**src/rtl/bus_wait_gen.sv**
```systemverilog
`timescale 1ns/1ps
module bus_wait_gen #(
  parameter int WAIT_W = 5,
  parameter int RGN_W  = 4,
  parameter int CTRL_W = 16,
  parameter int PF_BIT = 14
) (
  input  logic              clk,
  input  logic              rst_n,
  input  logic              cfg_we,
  input  logic [CTRL_W-1:0] cfg_wdata,
  input  logic              req,
  input  logic [RGN_W-1:0]  region,
  input  logic              wide,
  input  logic              seq,
  input  logic              ifetch,
  output logic              ready,
  output logic              stall,
  output logic [WAIT_W-1:0] wait_cycles
);
  localparam logic [WAIT_W-1:0] ONE = WAIT_W'(1);

  logic [CTRL_W-1:0] cfg_q;
  logic              cfg_set;
  logic              busy;
  logic [WAIT_W-1:0] cnt, wait_q, w_now;
  logic [WAIT_W-1:0] n16, s16, n32, s32, s_slow, t_sram;
  logic [1:0]        ncode;
  logic              sbit, pf_zero, accept;

  function automatic logic [WAIT_W-1:0] code_map(input logic [1:0] c);
    case (c)
      2'd0:    return WAIT_W'(4);
      2'd1:    return WAIT_W'(3);
      2'd2:    return WAIT_W'(2);
      default: return WAIT_W'(8);
    endcase
  endfunction

  always_comb begin
    n16 = '0; s16 = '0; n32 = '0; s32 = '0;
    pf_zero = 1'b0;
    ncode = 2'd0; sbit = 1'b0;
    s_slow = WAIT_W'(2) << region[2:1];
    t_sram = cfg_set ? code_map(cfg_q[1:0]) : WAIT_W'(4);
    case (region[2:1])
      2'd0:    begin ncode = cfg_q[3:2]; sbit = cfg_q[4];  end
      2'd1:    begin ncode = cfg_q[6:5]; sbit = cfg_q[7];  end
      default: begin ncode = cfg_q[9:8]; sbit = cfg_q[10]; end
    endcase
    if (region == RGN_W'(2)) begin
      n16 = WAIT_W'(2); s16 = WAIT_W'(2);
      n32 = WAIT_W'(5); s32 = WAIT_W'(5);
    end else if (region[3] && region[2:1] != 2'b11) begin
      if (!cfg_set) begin
        n16 = WAIT_W'(4);
        s16 = s_slow;
        n32 = n16 + ONE + s16;
        s32 = (s16 << 1) + ONE;
      end else begin
        n16 = code_map(ncode);
        s16 = sbit ? ONE : s_slow;
        s32 = (s16 << 1) + ONE;
        n32 = s32;
      end
      pf_zero = cfg_set && cfg_q[PF_BIT] && ifetch;
    end else if (region[3] && (!region[0] || cfg_set)) begin
      n16 = t_sram; s16 = t_sram;
      n32 = (t_sram << 1) + ONE;
      s32 = n32;
    end
  end

  assign w_now  = pf_zero ? '0 : (seq ? (wide ? s32 : s16) : (wide ? n32 : n16));
  assign ready  = busy && (cnt == '0);
  assign stall  = busy && (cnt != '0);
  assign accept = req && (!busy || ready);
  assign wait_cycles = wait_q;

  always_ff @(posedge clk or negedge rst_n) begin
    if (!rst_n) begin
      cfg_q   <= '0;
      cfg_set <= 1'b0;
    end else if (cfg_we) begin
      cfg_q   <= cfg_wdata;
      cfg_set <= 1'b1;
    end
  end

  always_ff @(posedge clk or negedge rst_n) begin
    if (!rst_n) begin
      busy   <= 1'b0;
      cnt    <= '0;
      wait_q <= '0;
    end else if (accept) begin
      busy   <= 1'b1;
      cnt    <= w_now;
      wait_q <= w_now;
    end else if (ready) begin
      busy   <= 1'b0;
    end else if (busy) begin
      cnt    <= cnt - ONE;
    end
  end
endmodule

```
**config.mk**
```make
export PLATFORM = sky130hd
export DESIGN_NAME = bus_wait_gen
export DESIGN_NICKNAME = d
export VERILOG_FILES = /design/src/rtl/bus_wait_gen.sv
export SDC_FILE = /design/constraint.sdc
export NUM_CORES = 1
export LEC_CHECK = 0
export BUFFER_PORTS_ARGS = -buffer_cell sky130_fd_sc_hd__buf_4
export CAP_MARGIN = 10
export CORE_MARGIN = 8
export CORE_UTILIZATION = 59
export DETAILED_ROUTE_END_ITERATION = 10
export HOLD_SLACK_MARGIN = 0.1
export PLACE_DENSITY = 0.91
export SKIP_CTS_REPAIR_TIMING = 1
export SLEW_MARGIN = 25
export SYNTH_ARGS = -nofsm -noshare
export SYNTH_HDL_FRONTEND = slang
export SYNTH_SLANG_ARGS = --single-unit
```
**constraint.sdc**
```tcl
create_clock -name clk -period 4.5 [get_ports clk]
set_clock_uncertainty 0.2 [all_clocks]
set_input_delay 0.45 -clock clk [delete_from_list [all_inputs] [get_ports clk]]
set_output_delay 0.45 -clock clk [all_outputs]
set_load 0.1 [all_outputs]
```
### After elaboration in Yosys (flattened, before gate mapping)

Cells that the tools add are included.

| cells by class | value |
|---|---|
| eq/ne operators | 8 |
| $mul | 0 |
| bitwise gates (word level) | 0 |
| magnitude comparators | 0 |
| div/mod/pow operators | 0 |
| mux-type cells | 31 |
| reductions and logical operators | 19 |
| add/sub/neg operators | 5 |
| shifts and indexed selects | 1 |

Operator list:

| operator | number |
|---|---|
| two-way mux 5 bit | 22 |
| one-hot mux 4 bit (3 select lines) | 2 |
| adder 5 x 1 -> 5 bit (second input constant) | 3 |
| logical AND 1 bit | 7 |
| equality test 2 x 1 -> 1 bit (second input constant) | 3 |
| logical NOT 2 bit | 3 |
| adder 3 x 5 -> 5 bit (first input constant) | 1 |
| logical NOT 5 bit | 1 |
| nonzero test 5 bit | 1 |
| << shifter 2 x 2 -> 5 bit (first input constant) | 1 |
| subtractor 5 x 1 -> 5 bit (second input constant) | 1 |
| equality test 2 bit (second input constant) | 2 |
| equality test 4 x 2 -> 1 bit (second input constant) | 1 |
| two-way mux 1 bit | 4 |
| two-way mux 4 bit | 1 |
| one-hot mux 2 bit (2 select lines) | 1 |
| nonzero test 2 bit | 2 |
| logical NOT 1 bit | 2 |
| logical OR 1 bit | 2 |
| inequality test 2 x 1 -> 1 bit (second input constant) | 1 |
| inequality test 2 bit (second input constant) | 1 |
| one-hot mux 1 bit (2 select lines) | 1 |
| AND reduction 2 bit | 1 |

| storage, ports and cells | value |
|---|---|
| memories kept | 0 |
| bits in latches | 0 |
| bits of input ports | 27 |
| bits in read-only memories | 0 |
| output and inout port bits | 7 |
| logic and storage cells | 69 |
| memory bits (writable) | 0 |
| bits in registers | 27 |

### Logic depth before layout (Yosys ltp)

Gate-level depths: netlist of run 1.

| depth | value |
|---|---|
| depth after elaboration | 11 |
| mapped depth | 12 |
| mapped depth without buffers | 12 |

### Worst setup path after synthesis of run 1

No wires, ideal clock.

| path | value |
|---|---|
| path type | input to register |
| start point | input port region[1] |
| end point | register cnt[1] |
| setup slack | 2125 ps |
| library setup time | 90 ps |
| path buffers | 0 |
| data required time | 4210 ps |
| arrival time | 2084 ps |
| cell stages on the path | 11 |
| cell sequence | inv_1 > ha_1 > and3_1 > a21oi_1 > mux2_2 > ha_1 > nor3_1 > a21oi_1 > o21ai_0 > o32ai_1 > o221ai_1 |

| on the way | value |
|---|---|
| longest elaborated chain between the ends | 11 |
| elaborated cells on any way between the ends | 35 |
| those cells by class | add/sub (3); eq/ne (5); shift (1); mux (23); reduce/logical (3) |

RTL lines:

| element | line | text |
|---|---|---|
| start, declared | 13 | `input logic [RGN_W-1:0] region,` |
| equality test 2 x 1 -> 1 bit / logical NOT 2 bit (equally long branches) | 46 | `case (region[2:1])` |
| one-hot mux 1 bit (2 select lines) / one-hot mux 2 bit (2 select lines) (equally long branches) | 46 |  |
| two-way mux 5 bit, or another cell as far along | 62 | `s16 = sbit ? ONE : s_slow;` |
| adder 5 x 1 -> 5 bit / one-hot mux 4 bit (3 select lines) (equally long branches) | 63, 32 |  |
| two-way mux 5 bit / two-way mux 4 bit (equally long branches) | 55 | `if (!cfg_set) begin` |
| two-way mux 5 bit | 54 | `end else if (region[3] && region[2:1] != 2'b11) begin` |
| two-way mux 5 bit | 51 | `if (region == RGN_W'(2)) begin` |
| two-way mux 5 bit (2 in a row) | 74 | `assign w_now = pf_zero ? '0 : (seq ? (wide ? s32 : s16) : (wide ? n32 : n16));` |
| two-way mux 5 bit * | 74 |  |
| two-way mux 5 bit * | 95 | `end else if (accept) begin` |
| end signal, assigned | 97 | `cnt <= w_now;` |
| end signal, assigned | 102 | `cnt <= cnt - ONE;` |
| end, declared | 26 | `logic [WAIT_W-1:0] cnt, wait_q, w_now;` |

Every way passes the cells marked *; elsewhere a longest branch is shown, timed or not.
A chain may end at the register's enable or synchronous reset.

### Worst setup path after layout of run 1

| path | value |
|---|---|
| start point | input port region[2] |
| end point | register wait_q[2], in the netlist wait_cycles[2] |

| on the way | value |
|---|---|
| longest elaborated chain between the ends | 10 |
| elaborated cells on any way between the ends | 34 |
| those cells by class | add/sub (3); eq/ne (5); shift (1); mux (22); reduce/logical (3) |

RTL lines:

| element | line | text |
|---|---|---|
| equality test 2 x 1 -> 1 bit / logical NOT 2 bit (equally long branches) | 46 |  |
| one-hot mux 1 bit (2 select lines) / one-hot mux 2 bit (2 select lines) (equally long branches) | 46 |  |
| two-way mux 5 bit, or another cell as far along | 62 |  |
| adder 5 x 1 -> 5 bit / one-hot mux 4 bit (3 select lines) (equally long branches) | 63, 32 |  |
| two-way mux 5 bit / two-way mux 4 bit (equally long branches) | 55 |  |
| two-way mux 5 bit | 54 |  |
| two-way mux 5 bit | 51 |  |
| two-way mux 5 bit (2 in a row) | 74 |  |
| two-way mux 5 bit * | 74 |  |
| end signal, assigned | 98 | `wait_q <= w_now;` |
| end, declared | 26 |  |

Marked as above.

==> qor.csv, run 1 <==
metric;value;unit
drt_wl_total;4009;um
slew_headroom;50.24;%
drtAntennaViolNets;0;
startpoint;region[2];
fmax;387.8;MHz
max_stage_delay;0.41;ns
yosysWarnings;0;
row_count;19;
post-route-util;72.45;%
cts_made_buffers;3;
crit_chain;buf_4 -> inv_1 -> ha_1 -> mux2i_1 -> inv_1 -> ha_1 -> nor4_1 -> a2111oi_0 -> a211oi_1 -> o21ai_0;
drt_iter0_markers;109;
synth_cell_type_count;44;
cts_root_buf;clkbuf_4;
end_kind;flip-flop;
syn-cell-area;1690;um^2
core-area;2734;um^2
cp.required;4.50;ns
p_int;0.0005177;W
power.share.clock;15.9;%
worstSetupPathType;in2reg;
vias;1512;
power_frac_comb;51.5;%
grt_use_total;16.81;%
vdd_drop_max;409.9;uV
power_density;494.6;nW/um^2
hp-class;in2reg;
slowest_stage;a211oi_1;
holdWs;0.1321;ns
fp.dieW;69.53;um
p_seq_share;32.6;%
maxCapViolations;0;
syn_avg_cell_area;9.237;um^2
syn2layout_area_growth;17.17;%
grt_start_max_net_pins;25;
status;complete, no violations;
swShare;47.15;%
tns;0;ns
io_buffers;29;
gp_congestion;1.006;
synth-async-reset-ratio;100.0;%
cp_max_fo;10;
wl_per_cell;16.63;um
synth_edf_count;0;
initial_core_util;61.83;%
timing.final.max_slew_violations;0;
insertion_delay;0.32;ns
worst-path-buf-inv;3;
cp_top_family;compound AO/OA/AOI/OAI gates;
io_pins;34;
routed_via_density;6.274;
arrival;2.58;ns
cts.htree.levels;1;
die_area;4834;um^2
overflow;0;
diodes;0;
rsz0062_at_grt;false;
min_from;cfg_wdata[1];
synth_fp_nets;223;
finalNetCount;251;
worstSetupStartpointType;input port;
finalHoldViolCount;0;
finalSetupViolCount;0;
timing.final.crit_share;57.31;%
grt_pass1_wl;6927;um
min_period;2.579;ns
ys_seq_elements;24;
die_h;69.53;um
postSynthCellCount;183;
synth-main-ff-cell;dfrtp_1;
cts_buffer_depth;2;
cts.sinks;24;
dp_hpwl;3149;um
r2r_start;cfg_q[2];
yosysSeqAreaShare;35.53;%
antenna_found_initial;0;
cts_tree;built;
cts.clk_slew.worst_paths;0.13;ns
drive_gt1_share;25.24;%
tightest_slew;0.7360;ns
p_leak;0.9202;nW
firstDrtPassIters;4;
grt_pass1_vias;1476;
drc;0;
p_sw;0.0004619;W
-- logic make-up (layout without fill, tap and decap cells) --
group	count (synthesis)	count (layout)	share of synthesized area, %
multiplexers	13	13	8.512
AND/OR/NAND/NOR	57	57	18.73
buffers and inverters	24	51	5.477
flip-flops	24	24	35.53
AO/OA/AOI/OAI	52	52	22.13
adder cells (fa/ha/maj)	13	13	9.623
-- registers in the layout, indices dropped and copies added (netlist names) --
name	flops
wait_cycles	5
cfg_set	1
cnt	5
busy	1
cfg_q	12
-- cells in the mapped netlist, drive strengths merged (4+ instances only) --
cell    count  share of area (%)
nand2      15                3.3
a21oi      13                3.8
ha         13                9.6
o21ai      11                3.9
clkbuf      5                1.1
o211ai      5                2.2
nand3       6                1.8
nor2b       4                1.5
nor2        7                1.6
mux2       11                7.3
inv        17                3.8
dfrtp      24                 36
-- final timing paths --
path	endpoint	slack, ns	cells past startpoint
worst min-delay path	cfg_q[1]	0.13	3
worst max-delay path	wait_cycles[2]	1.92	10
worst min register to register	wait_cycles[2]	0.30	2
worst max register to register	wait_cycles[2]	2.15	9
max in group asynchronous	cfg_q[14]	3.53	2
min in group asynchronous	cfg_q[8]	0.34	2
-- routing by layer --
metal  global-route usage, %  part of all wire (%)  up-vias
li1                        -                     -      723
met1                   19.42                    41      720
met2                   30.23                    52       58
met3                   3.290                   5.4       11
met4                   5.011                   1.5        0
met5                       0                     0        -
-- stage by stage --
| stage | std cells | cell area (um^2) | power (W) | setup slack [ns] |
|---|---|---|---|---|
| final | 241 | 1981 | 0.0009796 | 1.921 |
| after global routing | 241 | 1981 | 0.001033 | 1.668 |
| after floorplan | 183 | 1690 | 0.0007027 | 2.125 |
| after detailed placement | 236 | 1918 | 0.0008262 | 1.571 |
| after CTS | 240 | 1971 | 0.0009828 | 1.925 |
| after global placement | 236 | 1918 | 0.0008030 | 1.699 |
-- worst min-delay path, stage by stage --
cell and delay, ns:
buf_4 0.08, nand2_1 0.04, o21ai_0 0.05
-- layout make-up --
cell class                 count  area [um^2]
clock buffer                   3        22.52
fill                         220        753.2
tap                           31        38.79
clock inverter                 1        30.03
multi-input combinational    135        997.2
sequential                    24        600.6
timing repair buffer          30        227.7
inverter                      17        63.81
-- power by group through the flow --
stage	Combinational (W)	Clock, W	Sequential (W)
after floorplan	0.000258	0	0.000444
after CTS	0.000505	0.000159	0.000318
after global routing	0.000541	0.000167	0.000326
final	0.000504	0.000156	0.000319
after detailed placement	0.000503	0	0.000323
after global placement	0.000485	0	0.000319
-- layout by cell type, fill, tap and decap left out, types with 3 or more instances in the layout --
master and n:
a21oi_1 13, and3_1 3, mux2_2 11, or3_1 3
nor3_1 3, a21o_1 3, clkbuf_4 3, nor4_1 3
ha_1 13, o211ai_1 5, nand3_1 6, dfrtp_1 24
o21ai_0 10, inv_1 17, nor2b_1 4, buf_4 29
nand2_1 15, a211oi_1 3, nand2b_1 3, nor2_1 7
(Power assumes the default switching activity.)
==> run 2: changes to the inputs <==
Settings changed: CORE_UTILIZATION 59 to 55, PLACE_DENSITY 0.91 to 0.86.
Clock period 4.5 ns to 2.4 ns, I/O delays scaled along.
==> qor.csv, run 2 (same netlist as run 1, synthesis figures left out) <==
metric;value;unit
tightest_slew;0.4655;ns
core-area;2978;um^2
regMostFlops;cfg_q;
finalHoldViolCount;0;
cts_made_buffers;3;
r2r_setup_slack;0.18;ns
routed_via_density;5.754;
startpoint;cnt[0];
cts.htree.levels;1;
status;complete, no violations;
die_area;5104;um^2
slew_headroom;68.57;%
finalSetupViolCount;0;
timing.final.crit_share;95.66;%
timing.final.max_slew_violations;0;
r2r_start;cfg_q[3];
maxCapViolations;0;
drtAntennaViolNets;0;
row_count;20;
holdWs;0.09351;ns
io_buffers;29;
drc;0;
min_from;wide;
drive_gt1_share;28.81;%
diodes;0;
post-route-util;76.68;%
overflow;0;
seqCellArea;600.6;um^2
cp.required;1.96;ns
crit_end;stall;
cp_max_fo;5;
grt_use_total;16.50;%
gp_congestion;0.9412;
place_ws;-0.08642;ns
initial_core_util;56.76;%
reg2reg_depth;9;
firstDrtPassIters;4;
vdd_drop_max;398.9;uV
hp-class;in2reg;
arrival;1.86;ns
min_period;2.296;ns
p_leak;1.066;nW
vias;1588;
hold_depth;3;
fmax;435.6;MHz
grt_pass1_vias;1526;
wl_per_cell;15.58;um
stdcell_count;276;
largest_reg_flops;12;
tns;0;ns
setup_ws;0.1042;ns
cts_root_buf;clkbuf_4;
rr_endpoint;cnt[2];
fp.dieW;71.44;um
grt_start_max_net_pins;25;
worstSetupStartpointType;flip-flop;
finalNetCount;284;
cts_buffer_depth;2;
power_density;828.1;nW/um^2
layout_commonest_cell;buf_4;
end_kind;primary output;
drt_wl_total;4301;um
layout_common_cells;44 x buf_4, 24 x dfrtp_1, 19 x dlygate4sd3_1;
placed_cells_incl_taps;253;
worstSetupPathType;reg2out;
syn2layout_area_growth;35.09;%
cts_tree;built;
drt_iter0_markers;74;
nFillCells;224;
insertion_delay;0.32;ns
cts.clk_slew.worst_paths;0.14;ns
grt_pass1_wl;6851;um
cts.sinks;24;
die_h;71.44;um
multiInputGateArea;1005;um^2
antenna_found_initial;0;
dp_hpwl;3130;um
io_pins;34;
## run 2: changes by cell type in the layout (fill, tap and decap cells not counted), sizes merged
cell         before  now
buf              29   44
dlygate4sd3       1   19
## run 2: power by group
part | internal [W] | switching, W
sequential | 0.000506 | 0.0000872
combinational | 0.000345 | 0.000655
clock | 0.000169 | 0.000129
## run 2: layout make-up
class / instances / area share, %
Tap cell: 33 / 1.808
Multi-Input combinational cell: 135 / 44.00
Inverter: 17 / 2.795
Sequential cell: 24 / 26.30
Timing Repair Buffer: 63 / 22.79
Clock inverter: 1 / 1.315
Clock buffer: 3 / 0.9863
## run 2: worst max-delay path, stage by stage, from the launching register on
cell      delay, ns
dfrtp_1        0.43
inv_1          0.09
ha_1           0.15
nor4b_4        0.30
nand2b_2       0.24
inv_1          0.07
buf_4          0.23
## run 2: worst min-delay path by stage
stage / end / slack (ns)
after floorplan: busy / -0.26
after global placement: wait_cycles[1] / -0.05
after detailed placement: wait_cycles[2] / -0.05
after CTS: wait_cycles[2] / -0.42
after global routing: cnt[0] / 0.11
final: cnt[0] / 0.09
## run 2: metrics by stage
stage               power (W)  cell area (um^2)
global placement     0.001543              2033
detailed placement   0.001568              2033
finish               0.001891              2283
floorplan            0.001318              1690
global route         0.002003              2283
CTS                  0.001866              2086
## run 2: per-layer routing
metal	wire, um	track usage (%)	up-vias
met2	2283	29.49	50
met1	1708	18.05	740
li1	-	-	787
met3	217	3.766	11
met4	92	7.390	0
met5	0	0	-
==> run 3: changes to the inputs <==
Settings changed: ABC_AREA set to 1, CORE_UTILIZATION 55 to 54, GPL_TIMING_DRIVEN set to 0, PLACE_DENSITY 0.86 to 0.85.
==> qor.csv, run 3 <==
metric;value;unit
drt_iter0_markers;106;
overflow;0;
insertion_delay;0.31;ns
p_int;0.0008727;W
layout_common_cells;84 x nand2_1, 30 x buf_4, 24 x dfrtp_1;
routed.top_layer;met4;
initial_core_util;55.08;%
layout_commonest_cell;nand2_1;
cts_root_buf;clkbuf_4;
p_seq_share;34.3;%
diodes;0;
ys_seq_elements;24;
die_h;70.89;um
grt_start_max_net_pins;25;
vdd_drop_max;537.4;uV
synth_top_area_share;36.92;%
dp_hpwl;2911;um
worstSetupStartpointType;input port;
syn-cell-area;1627;um^2
cts.htree.levels;1;
yosysTopAreaCell;dfrtp_1;
io_pins;34;
postSynthCellCount;219;
fmax;442.8;MHz
antenna_found_initial;0;
rsz0062_at_grt;false;
tns;0;ns
drc;0;
yosysMostFrequentCell;nand2_1;
cts_tree;built;
cts.clk_slew.worst_paths;0.13;ns
multiInputGateArea;912.1;um^2
core-area;2953;um^2
drt_wl_total;4227;um
power_frac_comb;53.1;%
row_count;20;
finalSetupViolCount;0;
syn2layout_area_growth;30.15;%
dr_wl_met2;2203;um
rr_endpoint;wait_cycles[2];
yosysSeqAreaShare;36.92;%
post-route-util;71.69;%
yosysWarnings;0;
synth_edf_count;0;
cp_max_fo;1;
min_period;2.258;ns
arrival;2.26;ns
synth_cell_type_count;30;
synth_commonest_cells;84 x nand2_1, 24 x dfrtp_1, 18 x inv_1;
routed_via_density;5.401;
r2r_setup_slack;0.48;ns
seqCellArea;600.6;um^2
cts.sinks;24;
gp_congestion;0.9424;
grt_pass1_vias;1498;
p_sw;0.0007903;W
io_buffers;28;
cp.required;2.40;ns
drive_gt1_share;21.03;%
vias;1642;
r2r_start;cfg_q[5];
syn_avg_cell_area;7.427;um^2
nFillCells;225;
fp.dieW;70.89;um
swShare;47.52;%
firstDrtPassIters;5;
drtAntennaViolNets;0;
maxCapViolations;0;
startpoint;cfg_wdata[1];
die_area;5025;um^2
wl_per_cell;13.90;um
p_leak;1.119;nW
met3_length;223;um
synth_fp_nets;259;
synth-async-reset-ratio;100.0;%
timing.final.crit_share;94.09;%
grt_use_total;14.84;%
worstSetupPathType;in2reg;
regMostFlops;cfg_q;
slew_headroom;72.96;%
cts_made_buffers;3;
yosys-top-cells-area;dfrtp_1 37%, nand2_1 19%, ha_1 10%, nand3_1 4.9%, inv_1 4.2%;
timing.final.max_slew_violations;0;
grt_pass1_wl;6230;um
tightest_slew;0.4056;ns
reg2reg_depth;10;
power.share.clock;12.6;%
finalNetCount;312;
crit_end;cfg_q[1];
hp-class;in2reg;
synth-main-ff-cell;dfrtp_1;
wl_met1;1699;um
end_kind;flip-flop;
power_density;785.5;nW/um^2
largest_reg_flops;12;
status;complete, no violations;
finalHoldViolCount;0;
cts_buffer_depth;2;
-- run 3: final cells by class --
class,count,area share (%)
sequential,24,28.37
buffer,5,1.300
multi-input combinational,167,43.09
tap,33,1.950
inverter,23,4.196
timing repair buffer,48,19.39
clock buffer,4,1.714
-- run 3: metal layers --
metal | GRT usage, % | up-vias
met1 | 17.61 | 755
li1 | - | 804
met3 | 2.825 | 15
met2 | 25.54 | 68
met4 | 6.005 | 0
met5 | 0 | -
-- run 3: cell families after synthesis --
group           synth area share [%]
xor+xnor                      0.5386
fa+ha+maj                      10.00
compound gates                 11.62
buf+inv                        7.153
simple gates                   33.08
mux                           0.6923
flops                          36.92
-- run 3: how the worst min path moves through the flow --
stage,from,endpoint,slack [ns],depth (start not counted)
floorplan,rst_n,busy,-0.26,0
global placement,rst_n,cfg_q[2],-0.05,1
detailed placement,rst_n,cfg_q[4],-0.05,1
CTS,rst_n,cfg_q[9],-0.40,1
global route,ifetch,cnt[4],0.13,4
finish,seq,wait_cycles[3],0.12,5
-- run 3: power groups by stage --
stage / sequential [W] / combinational, W / clock [W]
2_1_floorplan: 0.000797 / 0.000429 / 0
3_3_place_gp: 0.000573 / 0.000828 / 0
3_5_place_dp: 0.000579 / 0.000847 / 0
4_1_cts: 0.000569 / 0.000852 / 0.000214
5_1_grt: 0.000584 / 0.000959 / 0.000229
6_report: 0.000571 / 0.000883 / 0.000209
-- run 3: worst max-delay path: stages --
cell and delay (ns):
dlygate4sd3_1 0.56, buf_4 0.15, nand2_1 0.07, dlygate4sd3_1 0.54
o21ai_0 0.10, dlygate4sd3_1 0.59
-- run 3: through the flow --
stage                     power [W]  instance area, um^2  hold slack, ns  worst slack, ns  instances
final                      0.001663                 2117          0.1178           0.1418        304
after global routing       0.001772                 2117          0.1306          0.01973        304
after CTS                  0.001634                 1917         -0.4027           0.2648        284
after detailed placement   0.001426                 1881        -0.05173         -0.05209        280
after global placement     0.001400                 1881        -0.05153         -0.02967        280
after floorplan            0.001225                 1629         -0.2556           0.3403        219
